$ cat src/rtl/dinit_pkg.sv
package dinit_pkg;

  typedef enum logic [1:0] {
    CMD_NONE = 2'd0,
    CMD_NOP  = 2'd1,
    CMD_MRS  = 2'd2,
    CMD_MRR  = 2'd3
  } dinit_cmd_e;

  typedef enum logic [3:0] {
    ST_IDLE,
    ST_DLL,
    ST_STAB,
    ST_NOP,
    ST_MRS,
    ST_SETTLE,
    ST_MRR,
    ST_RDWAIT,
    ST_DONE,
    ST_ERR
  } dinit_st_e;

  // cycle count of an interval given in microseconds
  function automatic int unsigned us_to_cyc(input int unsigned cyc_per_us,
                                            input int unsigned us);
    return cyc_per_us * us;
  endfunction

  // counter width able to hold values 0..lim
  function automatic int unsigned cnt_width(input int unsigned lim);
    return (lim < 2) ? 1 : $clog2(lim + 1);
  endfunction

endpackage

$ cat src/rtl/dinit_pwr_timer.sv
// Saturating count of cycles since reset release; flags the stable-clock point.
module dinit_pwr_timer #(
  parameter int unsigned LIMIT = 20000
) (
  input  logic clk,
  input  logic rst_n,
  output logic stable_o
);
  localparam int unsigned W = dinit_pkg::cnt_width(LIMIT);

  logic [W-1:0] cnt_q;

  always_ff @(posedge clk or negedge rst_n) begin
    if (!rst_n)                cnt_q <= '0;
    else if (cnt_q != W'(LIMIT)) cnt_q <= cnt_q + 1'b1;
  end

  assign stable_o = (cnt_q == W'(LIMIT));
endmodule

$ cat src/rtl/dinit_delay.sv
// Countdown armed by load_i; expired_o is high once CYC cycles have elapsed.
module dinit_delay #(
  parameter int unsigned CYC = 100
) (
  input  logic clk,
  input  logic rst_n,
  input  logic load_i,
  output logic expired_o
);
  localparam int unsigned W = dinit_pkg::cnt_width(CYC);

  logic [W-1:0] cnt_q;

  always_ff @(posedge clk or negedge rst_n) begin
    if (!rst_n)            cnt_q <= '0;
    else if (load_i)       cnt_q <= W'(CYC - 1);
    else if (cnt_q != '0)  cnt_q <= cnt_q - 1'b1;
  end

  assign expired_o = (cnt_q == '0);
endmodule

$ cat src/rtl/dinit_poll_ctr.sv
// Counts unfinished status reads of the current chip.
module dinit_poll_ctr #(
  parameter int unsigned MAX = 64
) (
  input  logic clk,
  input  logic rst_n,
  input  logic clr_i,
  input  logic inc_i,
  output logic last_o
);
  localparam int unsigned W = dinit_pkg::cnt_width(MAX);

  logic [W-1:0] cnt_q;

  always_ff @(posedge clk or negedge rst_n) begin
    if (!rst_n)      cnt_q <= '0;
    else if (clr_i)  cnt_q <= '0;
    else if (inc_i)  cnt_q <= cnt_q + 1'b1;
  end

  assign last_o = (cnt_q == W'(MAX - 1));
endmodule

$ cat src/rtl/dram_init_seq.sv
module dram_init_seq
  import dinit_pkg::*;
#(
  parameter int unsigned CYC_PER_US = 100,
  parameter int unsigned STABLE_US  = 200,
  parameter int unsigned SETTLE_US  = 1,
  parameter int unsigned MAX_POLL   = 64,
  parameter int unsigned NUM_CS     = 2,
  parameter int unsigned MR_W       = 8,
  parameter int unsigned DAI_BIT    = 0,
  localparam int unsigned CS_W  = (NUM_CS > 1) ? $clog2(NUM_CS) : 1,
  localparam int unsigned CNT_W = $clog2(NUM_CS + 1)
) (
  input  logic              clk,
  input  logic              rst_n,
  input  logic              start_i,
  input  logic [CNT_W-1:0]  chip_cnt_i,
  input  logic              dll_lock_i,
  input  logic              mr_rvalid_i,
  input  logic [MR_W-1:0]   mr_rdata_i,
  output logic              cmd_valid_o,
  output logic [1:0]        cmd_code_o,
  output logic [CS_W-1:0]   cmd_cs_o,
  output logic [NUM_CS-1:0] cke_o,
  output logic              dll_en_o,
  output logic              aref_en_o,
  output logic              done_o,
  output logic              err_o
);
  localparam int unsigned STABLE_CYC = us_to_cyc(CYC_PER_US, STABLE_US);
  localparam int unsigned SETTLE_CYC = us_to_cyc(CYC_PER_US, SETTLE_US);

  // index of the last chip to initialize for a given requested count
  function automatic logic [CS_W-1:0] last_cs_of(input logic [CNT_W-1:0] cnt);
    if (cnt == '0)                 return '0;
    else if (int'(cnt) >= NUM_CS)  return CS_W'(NUM_CS - 1);
    else                           return CS_W'(int'(cnt) - 1);
  endfunction

  dinit_st_e        st_q, st_nx;
  logic [CS_W-1:0]  cs_q, last_cs_q;
  logic             dll_en_q;
  logic             pwr_stable, settle_done, poll_last, last_cs;

  // named internal events
  logic ev_start_acc, ev_poll_hit, ev_poll_miss, ev_chip_next, ev_fail;

  assign last_cs      = (cs_q == last_cs_q);
  assign ev_start_acc = start_i && (st_q == ST_IDLE || st_q == ST_DONE || st_q == ST_ERR);
  assign ev_poll_hit  = (st_q == ST_RDWAIT) && mr_rvalid_i &&  mr_rdata_i[DAI_BIT];
  assign ev_poll_miss = (st_q == ST_RDWAIT) && mr_rvalid_i && !mr_rdata_i[DAI_BIT];
  assign ev_chip_next = ev_poll_hit && !last_cs;
  assign ev_fail      = ev_poll_miss && poll_last;

  dinit_pwr_timer #(.LIMIT(STABLE_CYC)) u_pwr (
    .clk(clk), .rst_n(rst_n), .stable_o(pwr_stable)
  );

  dinit_delay #(.CYC(SETTLE_CYC)) u_settle (
    .clk(clk), .rst_n(rst_n), .load_i(st_q == ST_MRS), .expired_o(settle_done)
  );

  dinit_poll_ctr #(.MAX(MAX_POLL)) u_poll (
    .clk(clk), .rst_n(rst_n), .clr_i(st_q == ST_MRS),
    .inc_i(ev_poll_miss && !poll_last), .last_o(poll_last)
  );

  always_comb begin
    st_nx = st_q;
    case (st_q)
      ST_IDLE, ST_DONE, ST_ERR: if (start_i) st_nx = ST_DLL;
      ST_DLL:    if (dll_lock_i)  st_nx = ST_STAB;
      ST_STAB:   if (pwr_stable)  st_nx = ST_NOP;
      ST_NOP:    st_nx = ST_MRS;
      ST_MRS:    st_nx = ST_SETTLE;
      ST_SETTLE: if (settle_done) st_nx = ST_MRR;
      ST_MRR:    st_nx = ST_RDWAIT;
      ST_RDWAIT: begin
        if (ev_poll_hit)       st_nx = last_cs ? ST_DONE : ST_NOP;
        else if (ev_poll_miss) st_nx = poll_last ? ST_ERR : ST_MRR;
      end
      default:   st_nx = ST_IDLE;
    endcase
  end

  always_ff @(posedge clk or negedge rst_n) begin
    if (!rst_n) begin
      st_q      <= ST_IDLE;
      cs_q      <= '0;
      last_cs_q <= '0;
      dll_en_q  <= 1'b0;
    end else begin
      st_q <= st_nx;
      if (ev_start_acc) begin
        cs_q      <= '0;
        last_cs_q <= last_cs_of(chip_cnt_i);
        dll_en_q  <= 1'b1;
      end else if (ev_chip_next) begin
        cs_q <= cs_q + 1'b1;
      end
    end
  end

  // per-chip clock-enable: rises with the NOP to that chip, then held
  logic [NUM_CS-1:0] cke_q;
  logic [NUM_CS-1:0] nop_hit;

  for (genvar gi = 0; gi < NUM_CS; gi++) begin : g_cke
    assign nop_hit[gi] = (st_q == ST_NOP) && (cs_q == CS_W'(gi));
    always_ff @(posedge clk or negedge rst_n) begin
      if (!rst_n)           cke_q[gi] <= 1'b0;
      else if (nop_hit[gi]) cke_q[gi] <= 1'b1;
    end
  end

  dinit_cmd_e cmd_e;
  always_comb begin
    case (st_q)
      ST_NOP:  cmd_e = CMD_NOP;
      ST_MRS:  cmd_e = CMD_MRS;
      ST_MRR:  cmd_e = CMD_MRR;
      default: cmd_e = CMD_NONE;
    endcase
  end

  assign cmd_valid_o = (cmd_e != CMD_NONE);
  assign cmd_code_o  = cmd_e;
  assign cmd_cs_o    = cs_q;
  assign cke_o       = cke_q | nop_hit;
  assign dll_en_o    = dll_en_q;
  assign aref_en_o   = (st_q == ST_DONE);
  assign done_o      = (st_q == ST_DONE);
  assign err_o       = (st_q == ST_ERR);

endmodule

$ cat config.mk
export PLATFORM = sky130hd
export DESIGN_NAME = dram_init_seq
export DESIGN_NICKNAME = d
export VERILOG_FILES = /design/src/rtl/dinit_pkg.sv /design/src/rtl/dinit_pwr_timer.sv /design/src/rtl/dinit_delay.sv /design/src/rtl/dinit_poll_ctr.sv /design/src/rtl/dram_init_seq.sv
export SDC_FILE = /design/constraint.sdc
export NUM_CORES = 1
export LEC_CHECK = 0
export ABC_AREA = 1
export BUFFER_PORTS_ARGS = -buffer_cell sky130_fd_sc_hd__buf_2
export CORE_MARGIN = 2
export CORE_UTILIZATION = 25
export CTS_CLUSTER_SIZE = 10
export DETAILED_ROUTE_END_ITERATION = 8
export GPL_ROUTABILITY_DRIVEN = 0
export PLACE_DENSITY = 0.45
export SYNTH_ARGS = -nofsm -noshare
export SYNTH_HDL_FRONTEND = slang
export SYNTH_SLANG_ARGS = --single-unit
$ cat constraint.sdc
create_clock -name clk -period 2.63 [get_ports clk]
set_input_delay 0.263 -clock clk [delete_from_list [all_inputs] [get_ports clk]]
set_output_delay 0.263 -clock clk [all_outputs]
set_load 0.01 [all_outputs]
==> reports/results.ini <==
[timing]
max_freq_ghz=0.561
fin_crit_sh_pct=67.8
final-setup-viol-count=0
fin_worst_skew_ps=4.13
hold_viol_final=0
slew_violations=0
period_minus_slack_ps=1780
setup_ws_ps=848
slew-limit-headroom_pct=40.2
worst_slew_pin_slew_ps=897
rsz0062_at_grt=no
finalSetupTns_ps=0

[die]
die-area_um2=9010
core_region_area_um2=8130
die_y_um=94.9
start_util_pct=25.4
die-width_um=94.9
num_rows=33
io_pins=25

[synth]
syn-num-nets=273
synth-async-reset-ratio_pct=100
ys.flop_type=dfrtp_1
synth_top_area_share_pct=46.0
ys_types=30
ys_seq_area_share_pct=46.0
synth.area.top_cells=dfrtp_1, nand2_1, nor2_1, inv_1, nand3_1
ys_seq_elements=38
synthAdderAreaFrac_pct=3.03
synth_top_family_by_area=simple AND/OR/NAND/NOR gates
muxShareOfSynthArea_pct=0.545
yosys.area_share.simple_pct=27.7
syn-mean-instance-area_um2=8.17
synth_top_area_cell=dfrtp_1
netlist_top_cells_count=nand2_1, dfrtp_1, nor2_1, inv_1, nand3_1
synth_xor_xnor_area_share_pct=7.63
synth_warnings=0
netlist_instances=253
synth_compound_area_share_pct=7.32
netlist_area_um2=2070
synth-edff-count=0
yosysMostFrequentCell=nand2_1

[clock_network]
cts_tree=done
post-cts-setup-buffers=0
clock_sinks=38
clock_latency_ps=280
cts_hold_buf=0
path_clk_slew_ps=70
cts_resized=0
cts_buffers=5
clock_path_buffers=2
htree_num_levels=2
cts-root-buf=clkbuf_8

[run]
drv_cap=0

[global_routing]
grt_pass1_wl_um=7490
use_met3_pct=2.15
grtUsageMet2_pct=17.1
grt_max_degree=39
met1_usage_pct=13.9
grt_overflow=0
first_global_vias=1623
busiest_layer=met2
track_usage_pct=10.7
antenna_found_initial=0

[drt]
initialDrtViolationCount=62
drc=0
viasPerCell=4.22
vias=1587
routedWlPerCell_um=10.9
dr.pass1.iters=4
ant_nets=0
wirelength_um=4080

[worst_setup_path]
worst_path_dominant_cell_family=flip-flops
path_buf_inv=2
crit_type=flop to primary output
crit_fanout=8
arrival_ps=1520
slowest_stage=dfrtp_1
timing.critical_path.required_ps=2370
slowest_delay_ps=470
crit_path_end_kind=primary output
cp-start-kind=flop
path_cells=inv_1 -> nand2_1 -> nor3_1 -> buf_2

[cells_and_area]
n_fill_cell=885
nets=292
area_growth_pct=12.8
finalInstanceArea_um2=2330
multi_input_area_um2=956
n_antenna_cell=0
drive_above_1_share_pct=13.7
regArea_um2=951
utilization_pct=28.7

[placed_design]
placed_cell_area_um2=2250
port_buffers=16
hpwl_um=2910
post-place-ws_ps=989

[power]
p_leak_nw=1.08
irDropWorstVdd_mv=0.351
power_mw=1.87
pwr_density_cell_nw_per_um2=803

[outcome]
status=finished clean

[hold_path]
min_path_type=primary input to async pin

[logic make-up (layout without fill, tap and decap cells)]
kind of cell               Yosys count  after routing
AOI/OAI and AO/OA                   26             26
buffers and inverters               39             57
DFF                                 38             38
muxes                                1              1
and+or+nand+nor                    126            126
adders and majority gates            5              5
xor gates and xnor gates            18             18
[cell type report]
cell class / count / area share, %
Tap cell: 105 / 5.63
Inverter: 35 / 5.63
Multi-Input combinational cell: 176 / 41.0
Sequential cell: 38 / 40.8
Clock buffer: 6 / 3.54
Timing Repair Buffer: 16 / 3.43
[per-stage QoR]
| stage | std cells | hold slack (ps) |
|---|---|---|
| 4_1_cts | 376 | 126 |
| 2_1_floorplan | 253 | -32.6 |
| 3_3_place_gp | 370 | 451 |
| 5_1_grt | 376 | 164 |
| 3_5_place_dp | 370 | 456 |
| 6_report | 376 | 102 |
[registers in the layout, summed over array words and instances, names as in the netlist]
name	cells
cke_q	2
u_settle.cnt_q	7
st_q	4
u_pwr.cnt_q	15
dll_en_o	1
u_poll.cnt_q	7
last_cs_q	1
cmd_cs_o	1
[per-layer routing]
| layer | wire length [um] | vias to the layer above |
|---|---|---|
| li1 | - | 839 |
| met4 | 48 | 0 |
| met2 | 1870 | 12 |
| met5 | 0 | - |
| met1 | 2090 | 734 |
| met3 | 71 | 2 |
[report_power, final]
group	internal [mW]	switching, mW	leakage (nW)
registers	0.695	0.120	0.476
logic	0.246	0.418	0.561
clock network	0.202	0.192	0.0431
total	1.14	0.730	1.08
[final timing paths]
kind / depth (start not counted) / slack (ps) / from / end
hold reg to reg: 2 / 470 / dll_en_o / dll_en_o
min in group clk: 2 / 220 / chip_cnt_i[1] / last_cs_q
hold / removal: 1 / 100 / rst_n / u_pwr.cnt_q[6]
max in group asynchronous: 1 / 1960 / rst_n / u_poll.cnt_q[4]
setup / recovery: 4 / 850 / st_q[0] / done_o
setup reg to reg: 10 / 980 / st_q[3] / st_q[2]
[cell usage in the layout, fill, tap and decap left out, drive strengths merged]
cell type  count
a21oi          8
a31oi          1
and3           1
buf           16
clkbuf         6
dfrtp         38
ha             5
inv           35
mux2           1
nand2         52
nand3         22
nand3b         1
nand4          3
nor2          38
nor3           6
nor3b          1
nor4           2
o21ai         12
o21bai         4
o31ai          1
xnor2          8
xor2          10
(Power assumes the default switching activity.)
